$ cat src/rtl/lb_sidetone_mixer.sv
module lb_sidetone_mixer #(
  parameter int W = 16
) (
  input  logic         clk,
  input  logic         rst_n,
  input  logic [W-1:0] adc_sample,
  input  logic         adc_valid,
  input  logic [W-1:0] play_sample,
  input  logic         dac_strobe,
  input  logic         dig_loop_en,
  input  logic         ana_loop_en,
  input  logic [2:0]   st_gain,
  output logic [W-1:0] dac_sample,
  output logic         dac_valid,
  output logic         ana_loop_req
);
  localparam int FRAC = 14;
  localparam int CW   = FRAC + 1;
  localparam int PW   = W + CW;

  logic [W-1:0]  cap_q;
  logic [W-1:0]  cap_now;
  logic [CW-1:0] coef;
  logic [PW-1:0] prod;
  logic [W-1:0]  atten;
  logic [W:0]    sum;
  logic [W-1:0]  mixed;
  logic [W-1:0]  next_out;

  assign cap_now = adc_valid ? adc_sample : cap_q;

  always_comb begin
    case (st_gain)
      3'd0:    coef = CW'(16384);
      3'd1:    coef = CW'(11599);
      3'd2:    coef = CW'(8211);
      3'd3:    coef = CW'(5813);
      3'd4:    coef = CW'(4115);
      3'd5:    coef = CW'(2914);
      3'd6:    coef = CW'(2063);
      default: coef = '0;
    endcase
  end

  assign prod  = {{CW{cap_now[W-1]}}, cap_now} * {{W{1'b0}}, coef};
  assign atten = prod[FRAC+W-1:FRAC];
  assign sum   = {play_sample[W-1], play_sample} + {atten[W-1], atten};

  always_comb begin
    if (sum[W] != sum[W-1])
      mixed = sum[W] ? {1'b1, {(W-1){1'b0}}} : {1'b0, {(W-1){1'b1}}};
    else
      mixed = sum[W-1:0];
  end

  always_comb begin
    if (ana_loop_en)      next_out = play_sample;
    else if (dig_loop_en) next_out = cap_now;
    else                  next_out = mixed;
  end

  always_ff @(posedge clk) begin
    if (!rst_n) begin
      cap_q        <= '0;
      dac_sample   <= '0;
      dac_valid    <= 1'b0;
      ana_loop_req <= 1'b0;
    end else begin
      if (adc_valid) cap_q <= adc_sample;
      if (dac_strobe) dac_sample <= next_out;
      dac_valid    <= dac_strobe;
      ana_loop_req <= ana_loop_en;
    end
  end
endmodule

$ cat config.mk
export PLATFORM = sky130hd
export DESIGN_NAME = lb_sidetone_mixer
export DESIGN_NICKNAME = d
export VERILOG_FILES = /design/src/rtl/lb_sidetone_mixer.sv
export SDC_FILE = /design/constraint.sdc
export NUM_CORES = 1
export LEC_CHECK = 0
export BUFFER_PORTS_ARGS = -buffer_cell sky130_fd_sc_hd__buf_2
export CAP_MARGIN = 20
export CORE_MARGIN = 4
export CORE_UTILIZATION = 50
export CTS_CLUSTER_DIAMETER = 150
export DETAILED_ROUTE_END_ITERATION = 8
export GPL_TIMING_DRIVEN = 1
export PLACE_DENSITY = 0.67
export SETUP_SLACK_MARGIN = 0.4
export SLEW_MARGIN = 20
export SYNTH_ARGS = -nofsm -noshare
export SYNTH_HDL_FRONTEND = slang
export SYNTH_SLANG_ARGS = --single-unit
$ cat constraint.sdc
create_clock -name clk -period 13.3 [get_ports clk]
set_input_delay 2.66 -clock clk [delete_from_list [all_inputs] [get_ports clk]]
set_output_delay 2.66 -clock clk [all_outputs]
set_load 0.05 [all_outputs]
==> impl_metrics.tcl, run 1 <==
set metrics [dict create \
    status "completed" \
    dpl.cell_count 1568 \
    synthToLayoutAreaGrowth_pct 7.07 \
    gp_congestion 0.973 \
    routed_via_density 5.37 \
    die_x_um 156 \
    ys_ff_latch 34 \
    path_class "input port to flip-flop" \
    synth.yosys.warnings 0 \
    cts.sinks 34 \
    max_stage_delay_ns 0.78 \
    ys_async_sr_fraction_pct 0 \
    busiest_layer "met2" \
    seq_area_frac_synth_pct 6.24 \
    grt-ovfl-total 0 \
    slew_violations 0 \
    crit_required_ns 13.47 \
    worstMarginPinSlew_ns 1.06 \
    holdWs_ns 0.460 \
    end_kind "flip-flop" \
    h-tree-depth 2 \
    ctsResizeCount 0 \
    use_met2_pct 41.8 \
    cts_buffers 5 \
    final-hold-violation-count 0 \
    synth_cells 1253 \
    r2r_setup_slack_ns 4.33 \
    slowest_stage "mux2i_1" \
    grt_pass1_wl_um 48200 \
    hp-class "flip-flop to flip-flop" \
    antennaDiodeCount 0 \
    row_count 53 \
    clock-root-buffer "clkbuf_16" \
    drive_gt1_share_pct 8.76 \
    tns_ns 0 \
    min_period_over_period_pct 89.6 \
    postCtsHoldBufs 0 \
    ys_types 56 \
    grtUsageMet3_pct 1.66 \
    vias 8456 \
    setup_viol 0 \
    synth_edf_count 0 \
    fin_cells 1576 \
    drt_iter0_markers 663 \
    cap_viol_max_count 0 \
    cts.path.max_buffers 2 \
    synth_flop_cell "dfxtp_1" \
    critPathMaxFanout 32 \
    postSynthAreaPerCell_um2 8.70 \
    timing.final.crit_period_ns 11.92 \
    grt_use_total_pct 25.3 \
    antenna_found_initial 0 \
    critPathArrivalTime_ns 12.10 \
    crit_top_cell "fa_1" \
    initial_core_util_pct 51.4 \
    fmax_mhz 83.9 \
    insertion_delay_ns 0.29 \
    place.port_buffers 58 \
    die-height_um 156 \
    routed_wl_um 28800 \
    grt_setup_unrepaired "false" \
    yosysTopAreaCell "fa_1" \
    postRouteAntennaNets 0 \
    place_hpwl_um 24300 \
    drc 0 \
    grt_pass1_vias 9135 \
    synth_fp_nets 1622 \
    maxSlewHeadroom_pct 27.4 \
    grt_max_degree 34 \
    finClkSkew_ns 0.0103 \
    cts_tree "yes" \
    first_pass_iters 5 \
    nNetsFinal 1669 \
    routedWlPerCell_um 18.3 \
    post_cts_buffers 0 \
    die_area_mm2 0.0242 \
    syn_area_mm2 0.0109 \
    start_kind "input port" \
    clk_pin_slew_worst_paths_ns 0.06 \
    met1_usage_pct 35.2 \
    synthTopCellsByArea "fa_1, ha_1, inv_1, dfxtp_1, nand2_1" \
    ios 59 \
    yosysTopAreaCellShare_pct 41.1 \
    coreArea_mm2 0.0212 \
]
-- state kept, by name (all words and copies together), names as in the netlist --
name / cells
dac_sample: 16
dac_valid: 1
ana_loop_req: 1
cap_q: 16
-- routing by layer --
layer,wire [um],vias to the layer above
met5,0,-
met3,1410,72
met4,1160,0
li1,-,3932
met2,13800,269
met1,12500,4183
-- cells in the final DEF, fill, tap and decap left out, drive strengths merged, types with 9 or more instances in the layout --
master,instances
nand2,137
mux2i,16
a31oi,15
and2,23
nor2,132
xor2,10
ha,104
inv,293
a21o,16
a21oi,27
dfxtp,34
buf,74
xnor2,35
mux2,17
fa,224
nor3,9
o21ai,33
o21a,9
-- final timing paths --
| check | from | to | depth (start not counted) |
|---|---|---|---|
| min | dac_sample[0] | dac_sample[0] | 2 |
| min reg2reg | dac_sample[0] | dac_sample[0] | 2 |
| max reg2reg | cap_q[4] | dac_sample[13] | 33 |
| max | adc_valid | dac_sample[13] | 34 |
-- logic make-up after synthesis --
| group | count (synthesis) | synth area share [%] |
|---|---|---|
| AND/OR/NAND/NOR | 341 | 13.3 |
| AO/OA/AOI/OAI | 142 | 8.83 |
| flip-flops | 34 | 6.24 |
| adder cells (fa/ha/maj) | 331 | 53.3 |
| XOR/XNOR | 45 | 3.68 |
| multiplexers | 33 | 3.26 |
| buffers and inverters | 327 | 11.4 |
-- through the flow --
stage                     utilization [%]  setup slack [ns]  area, um^2
after floorplan                         -              2.01       10900
after global placement               54.3              1.15       11500
after detailed placement             54.3              1.09       11500
after CTS                            55.0              1.35       11700
after global routing                 55.0             0.703       11700
final                                55.0              1.38       11700
-- Yosys cell counts, drive strengths merged, types with 15 or more instances --
master  number
fa         224
clkbuf      29
dfxtp       34
a21oi       27
xnor2       35
o21ai       33
ha         104
a31oi       15
mux2        17
mux2i       16
nor2       132
inv        293
a21o        16
nand2      137
and2        23
-- critical path, delay by kind of cell --
kind | cells | cell delay, ns
XOR/XNOR | 2 | 0.31
adder cells (fa/ha/maj) | 10 | 3.82
buffers and inverters | 5 | 0.90
multiplexers | 2 | 1.20
AO/OA/AOI/OAI | 10 | 2.44
AND/OR/NAND/NOR | 5 | 0.72
-- layout make-up --
class                           count  area, um^2
Sequential cell                    34         681
Fill cell                        1994        9550
Timing Repair Buffer               74         410
Tap cell                          275         344
Inverter                          293        1100
Multi-Input combinational cell    892        8990
Clock buffer                        6         139
Clock inverter                      2        12.5
Power of run 1 is left out: the tool's default activity adds up to more than one toggle a clock period on the data nets, which glitch-free logic cannot reach.
==> inputs of run 2 (changes only) <==
--- a/config.mk
+++ b/config.mk
@@ -12,8 +12,9 @@
 export CTS_CLUSTER_DIAMETER = 150
 export DETAILED_ROUTE_END_ITERATION = 8
 export GPL_TIMING_DRIVEN = 1
-export PLACE_DENSITY = 0.67
+export PLACE_DENSITY = 0.74
 export SETUP_SLACK_MARGIN = 0.4
+export SKIP_CTS_REPAIR_TIMING = 1
 export SLEW_MARGIN = 20
 export SYNTH_ARGS = -nofsm -noshare
 export SYNTH_HDL_FRONTEND = slang
==> constraint.sdc (replaced) <==
create_clock -name clk -period 11.1 [get_ports clk]
set_input_delay 2.22 -clock clk [delete_from_list [all_inputs] [get_ports clk]]
set_output_delay 2.22 -clock clk [all_outputs]
set_load 0.05 [all_outputs]
==> impl_metrics.tcl, run 2 (synthesized netlist as in run 1, its figures left out) <==
set metrics [dict create \
    grt_pass1_vias 9291 \
    cap_viol_max_count 0 \
    crit-reg2reg-launch "cap_q[5]" \
    crit_top_cell "fa_1" \
    slowest_stage "fa_1" \
    cts_buffers 5 \
    h-tree-depth 2 \
    grt_max_degree 34 \
    status "completed" \
    critPathMaxFanout 16 \
    tns_ns 0 \
    routed_wl_um 29600 \
    clock-root-buffer "clkbuf_16" \
    grt-ovfl-total 0 \
    synthToLayoutAreaGrowth_pct 10.8 \
    r2r_setup_slack_ns 2.85 \
    busiest_layer "met2" \
    antenna_found_initial 0 \
    die_x_um 156 \
    path_buf_inv 6 \
    crit_required_ns 11.26 \
    worstReg2RegEnd "dac_sample[1]" \
    row_count 53 \
    routedWlPerCell_um 18.3 \
    start_kind "input port" \
    fillCellCount 1913 \
    rr_worst_depth 33 \
    postRouteAntennaNets 0 \
    nNetsFinal 1706 \
    gp_congestion 0.941 \
    worstMarginPinSlew_ns 0.648 \
    grtUsageMet3_pct 3.44 \
    place.port_buffers 58 \
    drt_iter0_markers 667 \
    slew_violations 0 \
    ios 59 \
    initial_core_util_pct 51.4 \
    cts.path.max_buffers 2 \
    final_cell_mix "inv_1, fa_1, nand2_1" \
    insertion_delay_ns 0.28 \
    drive_gt1_share_pct 12.3 \
    clk_pin_slew_worst_paths_ns 0.06 \
    top_regs "cap_q: 16 flops, dac_sample: 16 flops" \
    fmax_mhz 96.3 \
    antennaDiodeCount 0 \
    critPathArrivalTime_ns 10.55 \
    die_area_mm2 0.0242 \
    vias 8643 \
    min_from "dac_sample[0]" \
    hold_depth 2 \
    timing.final.crit_period_ns 10.39 \
    path_class "input port to flip-flop" \
    met1_usage_pct 33.3 \
    setup_viol 0 \
    final-hold-violation-count 0 \
    cts_tree "yes" \
    end_kind "flip-flop" \
    grt_pass1_wl_um 48700 \
    min_to "dac_sample[0]" \
    cts.sinks 34 \
    drc 0 \
    die-height_um 156 \
    critical_path.top_delay_family "adder cells" \
    finClkSkew_ns 0.00688 \
    use_met2_pct 43.5 \
    grt_setup_unrepaired "false" \
    final_common_cell "inv_1" \
    maxSlewHeadroom_pct 56.7 \
    hp-class "flip-flop to flip-flop" \
    first_pass_iters 6 \
    routed_via_density 5.36 \
    max_stage_delay_ns 0.57 \
    coreArea_mm2 0.0212 \
    grt_use_total_pct 25.6 \
    min_period_over_period_pct 93.6 \
    place_hpwl_um 25100 \
]
## run 2: cell count changes in the layout (fill, tap and decap cells not counted), moves of 2 or more
| cell | previous run | this run |
|---|---|---|
| buf_4 | 16 | 50 |
| buf_12 | 0 | 2 |
| nand2_2 | 0 | 3 |
| fa_1 | 224 | 222 |
| nand2_1 | 137 | 134 |
| fa_2 | 0 | 2 |
## run 2: worst max-delay path by stage
stage,slack (ns),end,startpoint,cells past startpoint
after floorplan,0.43,dac_sample[13],adc_valid,34
after global placement,0.37,dac_sample[10],st_gain[2],33
after detailed placement,0.23,dac_sample[12],st_gain[2],33
after CTS,0.48,dac_sample[12],adc_valid,32
after global routing,0.41,dac_sample[13],st_gain[0],32
final,0.71,dac_sample[1],st_gain[0],33
## run 2: final cells by class
type | instances | area, um^2 | share of cell area, %
multi-input combinational | 893 | 9080 | 75.1
clock buffer | 6 | 139 | 1.15
clock inverter | 1 | 30.0 | 0.249
timing repair buffer | 110 | 712 | 5.89
sequential | 34 | 681 | 5.63
inverter | 293 | 1100 | 9.10
tap | 275 | 344 | 2.85
## run 2: metal layers
| metal | share of wire (%) | wire length (um) |
|---|---|---|
| met4 | 4.3 | 1260 |
| met2 | 49 | 14600 |
| met5 | 0 | 0 |
| met3 | 7.1 | 2110 |
| met1 | 39 | 11600 |
## run 2: worst reg2reg max path: cells and delay by family (launching register included)
family,cells,cell delay (ns)
adder cells (fa/ha/maj),10,3.72
AO/OA/AOI/OAI,9,1.92
AND/OR/NAND/NOR,6,0.90
multiplexers,2,0.73
flip-flops,1,0.34
XOR/XNOR,2,0.33
buffers and inverters,4,0.20
## run 2: through the flow
stage / setup WS [ns] / utilization [%] / cells / hold WS [ns] / area (um^2)
2_1_floorplan: 0.433 / - / 1253 / 0.592 / 10900
3_3_place_gp: 0.368 / 55.3 / 1596 / 0.436 / 11700
3_5_place_dp: 0.235 / 55.3 / 1596 / 0.444 / 11700
4_1_cts: 0.484 / 56.1 / 1603 / 0.456 / 11900
5_1_grt: 0.413 / 56.9 / 1612 / 0.494 / 12100
6_report: 0.712 / 56.9 / 1612 / 0.460 / 12100
Power of run 2 is left out for the same reason.
==> inputs of run 3 (changes only) <==
==> constraint.sdc (replaced) <==
create_clock -name clk -period 12.2 [get_ports clk]
set_input_delay 2.44 -clock clk [delete_from_list [all_inputs] [get_ports clk]]
set_output_delay 2.44 -clock clk [all_outputs]
set_load 0.05 [all_outputs]
==> impl_metrics.tcl, run 3 (synthesized netlist as in run 1, its figures left out) <==
set metrics [dict create \
    status "completed" \
    critPathArrivalTime_ns 11.38 \
    routed_via_density 5.40 \
    synthToLayoutAreaGrowth_pct 7.51 \
    grt_max_degree 34 \
    drc 0 \
    r2r_setup_slack_ns 3.60 \
    worstReg2RegEnd "dac_sample[10]" \
    h-tree-depth 2 \
    crit_top_cell "fa_1" \
    coreArea_mm2 0.0212 \
    dp_worst_setup_slack_ns 0.625 \
    slowest_stage "fa_1" \
    grt_pass1_vias 9240 \
    initial_core_util_pct 51.4 \
    postPlaceCellArea_mm2 0.0116 \
    crit_start "st_gain[1]" \
    routedWlPerCell_um 18.2 \
    cts.path.max_buffers 2 \
    end_kind "flip-flop" \
    cts_buffers 5 \
    critPathMaxFanout 15 \
    cts.sinks 34 \
    routed_wl_um 28700 \
    holdWs_ns 0.450 \
    slew_violations 0 \
    drive_gt1_share_pct 9.26 \
    grt_pass1_wl_um 47800 \
    grt_use_total_pct 25.0 \
    top_regs "cap_q: 16 flops, dac_sample: 16 flops" \
    place_hpwl_um 24300 \
    gp_congestion 0.928 \
    antennaDiodeCount 0 \
    hp-class "flip-flop to flip-flop" \
    timing.final.crit_period_ns 11.22 \
    start_kind "input port" \
    crit_end "dac_sample[2]" \
    path_class "input port to flip-flop" \
    setup_viol 0 \
    tns_ns 0 \
    final_common_cell "inv_1" \
    fmax_mhz 89.1 \
    antenna_found_initial 0 \
    row_count 53 \
    min_period_over_period_pct 92.0 \
    final_cell_mix "inv_1, fa_1, nand2_1" \
    drt_iter0_markers 595 \
    postRouteAntennaNets 0 \
    nNetsFinal 1674 \
    cap_viol_max_count 0 \
    grt_setup_unrepaired "false" \
    worstMarginPinSlew_ns 0.838 \
    cts_tree "yes" \
    crit_required_ns 12.35 \
    place.port_buffers 58 \
    max_stage_delay_ns 0.52 \
    clock-root-buffer "clkbuf_16" \
    clk_pin_slew_worst_paths_ns 0.06 \
    insertion_delay_ns 0.29 \
    die-height_um 156 \
    grt-ovfl-total 0 \
    postLayoutCellArea_mm2 0.0117 \
    finClkSkew_ns 0.00772 \
    maxSlewHeadroom_pct 42.5 \
    die_x_um 156 \
    final-hold-violation-count 0 \
    crit-reg2reg-launch "cap_q[9]" \
    first_pass_iters 5 \
    ios 59 \
    worst_slack_ns 0.977 \
    die_area_mm2 0.0242 \
    rr_worst_depth 31 \
    vias 8533 \
]
## run 3: cell types whose count changed in the layout (fill, tap and decap cells not counted), moves of 2 or more
cell,delta
fa_1,+2
nand2_2,-3
fa_2,-2
nand2_1,+3
buf_4,-29
buf_12,-2
## run 3: critical path, delay by kind of cell
family | cells | cell delay [ns]
xor+xnor | 1 | 0.11
mux | 1 | 0.42
simple gates | 6 | 1.09
buf+inv | 5 | 0.56
compound gates | 12 | 3.02
fa+ha+maj | 9 | 3.70
## run 3: worst min-delay path by stage
stage               cells past startpoint          start       endpoint  slack (ns)
floorplan                               2       cap_q[0]       cap_q[0]        0.59
global placement                        2  dac_sample[0]  dac_sample[0]        0.44
detailed placement                      2  dac_sample[0]  dac_sample[0]        0.44
CTS                                     2  dac_sample[0]  dac_sample[0]        0.45
global route                            2  dac_sample[0]  dac_sample[0]        0.49
finish                                  2  dac_sample[0]  dac_sample[0]        0.45
## run 3: per-layer routing
| metal | part of all wire (%) | track usage, % |
|---|---|---|
| met1 | 41 | 33.0 |
| met2 | 49 | 43.0 |
| met3 | 6.6 | 3.33 |
| met4 | 3.5 | 8.17 |
| met5 | 0 | 0 |
## run 3: per-stage QoR
stage	util (%)	std cells
floorplan	-	1253
global placement	54.5	1573
detailed placement	54.5	1573
CTS	55.2	1581
global route	55.2	1581
finish	55.2	1581
## run 3: area by class of cell
type | instances | area, um^2
repair buffers | 79 | 450
flip-flops and latches | 34 | 681
fillers | 1962 | 9500
clock inverters | 2 | 12.5
inverters | 293 | 1100
well taps | 275 | 344
clock buffers | 6 | 139
multi-input cells | 892 | 8990
Power of run 3 is left out for the same reason.
